## src/rtl/pwm_burst_pkg.sv

```systemverilog
package pwm_burst_pkg;

    localparam int unsigned PWM_CODE_W = 4;

    // Up-side width codes; the down side reads the same list in reverse order.
    function automatic logic [PWM_CODE_W-1:0] pwm_up_code(input int unsigned slot);
        logic [PWM_CODE_W-1:0] code;
        case (slot % 4)
            0:       code = 4'd1;
            1:       code = 4'd5;
            2:       code = 4'd7;
            default: code = 4'd3;
        endcase
        return code;
    endfunction

endpackage

```

## src/rtl/pwm_width_rom.sv

```systemverilog
module pwm_width_rom
    import pwm_burst_pkg::*;
#(
    parameter int unsigned N_ENT = 4,
    parameter int unsigned CW    = 4,
    localparam int unsigned IDX_W = (N_ENT > 1) ? $clog2(N_ENT) : 1
) (
    input  logic [IDX_W-1:0] idx,
    output logic [CW-1:0]    up_w,
    output logic [CW-1:0]    dn_w
);

    logic [CW-1:0] up_tab [N_ENT];
    logic [CW-1:0] dn_tab [N_ENT];

    for (genvar g = 0; g < N_ENT; g++) begin : g_tab
        assign up_tab[g] = CW'(pwm_up_code(g));
        assign dn_tab[g] = CW'(pwm_up_code(N_ENT - 1 - g));
    end

    assign up_w = up_tab[idx];
    assign dn_w = dn_tab[idx];

endmodule

```

## src/rtl/pwm_width_cmp.sv

```systemverilog
module pwm_width_cmp #(
    parameter int unsigned CW = 4
) (
    input  logic          active,
    input  logic [CW-1:0] cnt,
    input  logic [CW-1:0] width,
    input  logic          held,
    output logic          level
);

    // A pulse opens at count zero and closes when the count reaches the width.
    assign level = active & ((cnt == '0) | held) & (cnt != width);

endmodule

```

## src/rtl/pwm_drive_split.sv

```systemverilog
module pwm_drive_split (
    input  logic level,
    input  logic phase,
    output logic up,
    output logic dn
);

    logic shadow;

    // The second-half copy is steered to the down side; XOR removes it from the up side.
    assign shadow = level & phase;
    assign dn     = shadow;
    assign up     = level ^ shadow;

endmodule

```

## src/rtl/pwm_burst_seq.sv

```systemverilog
module pwm_burst_seq #(
    parameter int unsigned N_ENT    = 4,
    parameter int unsigned CW       = 4,
    parameter int unsigned HALF_LEN = 8,
    parameter int unsigned N_CYC    = 5
) (
    input  logic clk,
    input  logic rst_n,
    input  logic start,
    input  logic enable,
    output logic drv_up,
    output logic drv_dn,
    output logic busy,
    output logic done
);

    localparam int unsigned IDX_W = (N_ENT > 1) ? $clog2(N_ENT) : 1;
    localparam int unsigned CYC_W = (N_CYC > 1) ? $clog2(N_CYC) : 1;
    localparam logic [CW-1:0]    CNT_LAST = CW'(HALF_LEN - 1);
    localparam logic [IDX_W-1:0] IDX_LAST = IDX_W'(N_ENT - 1);
    localparam logic [CYC_W-1:0] CYC_LAST = CYC_W'(N_CYC - 1);

    typedef struct packed {
        logic             active;
        logic             half;
        logic [CW-1:0]    cnt;
        logic [IDX_W-1:0] idx;
        logic [CYC_W-1:0] cyc;
        logic             up;
        logic             dn;
        logic             busy;
        logic             done;
    } seq_st_t;

    seq_st_t st_d, st_q;

    logic [CW-1:0] up_w, dn_w, w_sel;
    logic          lvl_now, up_now, dn_now;

    pwm_width_rom #(.N_ENT(N_ENT), .CW(CW)) u_rom (
        .idx  (st_q.idx),
        .up_w (up_w),
        .dn_w (dn_w)
    );

    assign w_sel = st_q.half ? dn_w : up_w;

    pwm_width_cmp #(.CW(CW)) u_cmp (
        .active (st_q.active),
        .cnt    (st_q.cnt),
        .width  (w_sel),
        .held   (st_q.up | st_q.dn),
        .level  (lvl_now)
    );

    pwm_drive_split u_split (
        .level (lvl_now),
        .phase (st_q.half),
        .up    (up_now),
        .dn    (dn_now)
    );

    always_comb begin
        st_d      = st_q;
        st_d.up   = up_now;
        st_d.dn   = dn_now;
        st_d.busy = st_q.active;
        st_d.done = st_q.busy & ~st_q.active;

        if (st_q.active) begin
            if (st_q.cnt == CNT_LAST) begin
                st_d.cnt  = '0;
                st_d.half = ~st_q.half;
                if (st_q.half) begin
                    st_d.idx = (st_q.idx == IDX_LAST) ? '0 : st_q.idx + 1'b1;
                    if (st_q.cyc == CYC_LAST) begin
                        st_d.active = 1'b0;
                        st_d.cyc    = '0;
                        st_d.idx    = '0;
                    end else begin
                        st_d.cyc = st_q.cyc + 1'b1;
                    end
                end
            end else begin
                st_d.cnt = st_q.cnt + 1'b1;
            end
        end else if (start && !st_q.busy) begin
            st_d.active = 1'b1;
            st_d.half   = 1'b0;
            st_d.cnt    = '0;
            st_d.idx    = '0;
            st_d.cyc    = '0;
        end

        if (!enable) begin
            st_d = '0;
        end
    end

    always_ff @(posedge clk or negedge rst_n) begin
        if (!rst_n) begin
            st_q <= '0;
        end else begin
            st_q <= st_d;
        end
    end

    assign drv_up = st_q.up;
    assign drv_dn = st_q.dn;
    assign busy   = st_q.busy;
    assign done   = st_q.done;

endmodule

```

## config.mk

```make
export PLATFORM = sky130hd
export DESIGN_NAME = pwm_burst_seq
export DESIGN_NICKNAME = d
export VERILOG_FILES = /design/src/rtl/pwm_burst_pkg.sv /design/src/rtl/pwm_width_rom.sv /design/src/rtl/pwm_width_cmp.sv /design/src/rtl/pwm_drive_split.sv /design/src/rtl/pwm_burst_seq.sv
export SDC_FILE = /design/constraint.sdc
export NUM_CORES = 1
export LEC_CHECK = 0
export BUFFER_PORTS_ARGS = -buffer_cell sky130_fd_sc_hd__buf_2
export CORE_ASPECT_RATIO = 0.6
export CORE_MARGIN = 1.5
export CORE_UTILIZATION = 40
export DETAILED_ROUTE_END_ITERATION = 8
export GPL_TIMING_DRIVEN = 0
export SETUP_SLACK_MARGIN = 0.1
export SLEW_MARGIN = 20
export SYNTH_ARGS = -nofsm -noshare
export SYNTH_HDL_FRONTEND = slang
export SYNTH_HIERARCHICAL = 1
export SYNTH_SLANG_ARGS = --single-unit
```

## constraint.sdc

```tcl
create_clock -name clk -period 1.8 [get_ports clk]
set_input_delay 0.09 -clock clk [delete_from_list [all_inputs] [get_ports clk]]
set_output_delay 0.09 -clock clk [all_outputs]
set_load 0.005 [all_outputs]
```

# Yosys cells after proc, flatten, opt, wreduce, memory -nomap -nowiden

Index checks and enable logic that the tools add are counted.

Mux-type cells: 19
Bitwise gates (word level): 10
Magnitude comparators: 1
$add $sub $neg: 3
Eq/ne operators: 7
Reduce and logical (&&, ||, !) cells: 5

Operators by type and width:

| kind                                                                  | number |
|---|---|
| 4-bit 2-to-1 mux                                                      | 6 |
| 11-bit 2-to-1 mux                                                     | 2 |
| 4-bit binary-select mux with 2-bit select                             | 2 |
| 15-bit 2-to-1 mux                                                     | 1 |
| 5-bit 2-to-1 mux                                                      | 2 |
| 2-bit 2-to-1 mux                                                      | 3 |
| 4-bit by 1-bit adder with 4-bit output, second input constant         | 1 |
| 1-bit bitwise AND                                                     | 4 |
| 4-bit by 3-bit equality test with 1-bit output, second input constant | 1 |
| 4-bit logical NOT                                                     | 1 |
| 4-bit != test                                                         | 1 |
| 3-bit by 1-bit adder with 3-bit output, second input constant         | 1 |
| 3-bit equality test, second input constant                            | 1 |
| 3-bit >= comparator, second input constant                            | 1 |
| 3-bit 2-to-1 mux                                                      | 1 |
| 3-bit by 1-bit != test with 1-bit output, second input constant       | 1 |
| 3-bit by 2-bit != test with 1-bit output, second input constant       | 1 |
| 3-bit != test, second input constant                                  | 1 |
| 2-bit inverter with 3-bit output                                      | 1 |
| 3-bit AND reduction                                                   | 1 |
| 2-bit by 1-bit adder with 2-bit output, second input constant         | 1 |
| 2-bit equality test, second input constant                            | 1 |
| 1-bit 2-to-1 mux                                                      | 2 |
| 1-bit inverter                                                        | 2 |
| 5 further kinds                                                       | 6 |

Register bits after elaboration: 15
Word-level logic and storage cells: 54
Output and inout port bits: 4
Bits of input ports: 4

# Logic depth before layout (Yosys ltp)

Depth in word-level cells: 10
Mapped depth: 7
Depth with buffers taken out: 6

# Hierarchy

The synthesis kept the hierarchy.

By module, submodules not included:

| module          | times used | cells an instance | area an instance (sq um) |
|---|---|---|---|
| pwm_burst_seq   | 1          | 72                | 770.7 |
| pwm_width_rom   | 1          | 10                | 65.1 |
| pwm_width_cmp   | 1          | 7                 | 55.1 |
| pwm_drive_split | 1          | 2                 | 16.3 |

# Worst setup path before layout

OpenSTA, ideal clock, no wires.

Kind: reg2reg
Start: register st_q[8] (netlist name)
End: register st_q, in the netlist drv_up
Data arrival time: 1.546 ns
Required time: 1.681 ns
Stages on the path, launching flop included: 8
Setup slack: 0.135 ns
Cells stage by stage: dfrtp_1 > xor2_1 > buf_4 > mux2_2 > xnor2_1 > a41oi_1 > and2b_2 > and2_1

RTL lines:

| element                | RTL line             | RTL |
|---|---|---|
| start, declared        | pwm_burst_seq.sv:35  | `seq_st_t st_d, st_q;` |
| start signal, assigned | pwm_burst_seq.sv:104 | `st_q <= st_d;` |

==> flow_summary.ini <==
[logic_synthesis]
ys_warn_count = 6
synth_seq_area_share_pct = 41.4
synth-seq-cells = 15
syn_avg_cell_area_um2 = 9.97
postSynthCellCount = 91
synth.largest_area_cell = dfrtp_1
synth-edff-count = 0
synth_async_sr_flop_share_pct = 100
yosysUniqueCellTypes = 34
synthFlopType = dfrtp_1
yosys-top-cells-area = dfrtp_1 41%, ha_1 5.5%, o21ai_0 5.5%
yosysTopAreaCellShare_pct = 41.4
syn_area_um2 = 907

[detailed_routing]
met2_length_um = 727
wirelength_um = 1710
dr_wl_met3_um = 62
drt_pass1_iterations = 4
drt-met1-wl_um = 902
via_per_inst = 4.78
wl_per_cell_um = 12.4
vias = 659
drc = 0
drtAntennaViolNets = 0
first_iter_violations = 26
routed.top_layer = met4

[sta]
finalHoldViolations = 0
period_minus_slack_ns = 1.70
finalCritPeriodShare_pct = 94.6
drv_slew = 0
setup_viol = 0
timing.hold.ws_ns = 0.113
finClkSkew_ns = 0.000656
rsz0062_at_grt = true
fmax_mhz = 587
setup_tns_ns = 0

[global_route]
track_usage_pct = 16.5
grt_pass1_vias = 665
grt_pass1_wl_um = 2930
grt.overflow.total = 0
grt_antenna_before_repair = 0
grt_max_degree = 16

[placement]
globalplace.congestion = 0.729
port_buffers = 7
dpl_cell_area_um2 = 987
dp_cells = 130
hpwlAfterDp_um = 1240

[floorplan]
dieArea_mm2 = 0.00257
num_rows = 13
dieHeight_um = 39.9
die_w_um = 64.5
start_util_pct = 42.2
io_pins = 8
core_mm2 = 0.00215

[setup_path]
critPathKind = register to register
r2r-start = st_q[8]
crit_path_end_kind = register
r2r_setup_slack_ns = 0.1
rr_endpoint = drv_dn
cp-endpoint = drv_dn
r2r_cells = 7
arrival_ns = 1.84
cp_max_fo = 2
cp-start-kind = register
required_ns = 1.94
worst_setup_path_startpoint = st_q[8]

[cts]
cts_made_buffers = 3
root_buffer = clkbuf_8
clock_path_buffers = 2
clkLatencyLatePin_ns = 0.25
clk_pin_slew_ns = 0.06
cts_tree = yes
clock_sinks = 15
htree_num_levels = 1

[layout]
final_cells = 138
final_nets = 117
fill_cells = 208
fin_area_mm2 = 0.00109
num_antenna_cells = 0
layout_commonest_cell = dfrtp_1
drive_gt1_share_pct = 37.0
final_cell_mix = 13 x dfrtp_1, 10 x o21ai_0, 9 x nand2_1, 9 x buf_4, 7 x buf_2
area_growth_pct = 20.4

[flow_run]
max_cap_violations = 0

[worst_hold_path]
hold_path.class = input port to register
min-delay-start = enable

[power]
p_total_uw = 1060
powerDensity_mw_per_mm2 = 974
ir_worst_vdd_mv = 0.413
total_leakage_power_uw = 0.000506

[status]
run_status = finished, final reports clean
[worst min path at each step]
stage                     endpoint  cells after the start
final                       drv_up                      2
after global routing        drv_up                      2
after CTS                   drv_up                      2
after detailed placement      done                      1
after global placement     st_q[4]                      1
after floorplan               busy                      0
[worst max-delay path: stages, from the launching register on]
cell,delay [ns]
dfrtp_1,0.39
xor2_1,0.17
buf_4,0.13
mux2_2,0.27
xnor2_2,0.14
a41oi_2,0.13
and2_2,0.21
and2_1,0.15
[repair_timing]
action / in CTS / in global routing
endpoints found under the hold margin: 15 / 0
endpoints found under the setup margin: 2 / 5
resized for setup: 0 / 6
pin swaps: 2 / 1
hold buffers: 1 / 0
buffers inserted: 2 / 1
[area by class of cell]
cell class	count	area, µm²	share of cell area, %
clock buffer	4	45.0	4.12
buffer	7	56.3	5.15
timing repair buffer	11	67.6	6.19
tap	30	37.5	3.44
inverter	6	22.5	2.06
sequential	15	378	34.6
multi-input combinational	65	485	44.4
[logic make-up (layout without fill, tap and decap cells)]
family,Yosys count,in the layout,share of synthesized area (%)
compound gates,17,17,13.7
simple gates,30,30,18.5
xor+xnor,5,5,4.83
fa+ha+maj,4,4,5.52
other cells,2,4,0.828
mux,5,5,6.62
buf+inv,13,28,8.69
flops,15,15,41.4
[layer usage]
metal  vias up  track usage (%)
met2         9             27.9
li1        336                -
met1       312             20.2
met3         2             6.03
met4         0             4.79
met5         -                0
[Yosys cell counts (4+ instances only)]
cell type and number:
buf_4 6, dfrtp_1 15, ha_1 4, inv_1 5, mux2_2 4, nand2_1 9, nor2_1 5, o21ai_0 10
xnor2_1 4
[through the flow]
step                util, %  worst slack, ns
finish                 50.9           0.0967
global route           50.9           0.0167
CTS                    49.2            0.109
detailed placement     46.0           0.0302
global placement       46.0           0.0603
floorplan                 -            0.135
[sequential cells by signal, summed over array words and instances (netlist names)]
name / cells
done: 1
busy: 1
st_q: 11
drv_dn: 1
drv_up: 1
[power breakdown]
part | total [µW] | switching, µW | internal (µW)
sequential | 431 | 43.9 | 387
clock | 271 | 114 | 157
combinational | 362 | 170 | 193
total | 1060 | 328 | 737
Power figures use the tool's default switching activity.
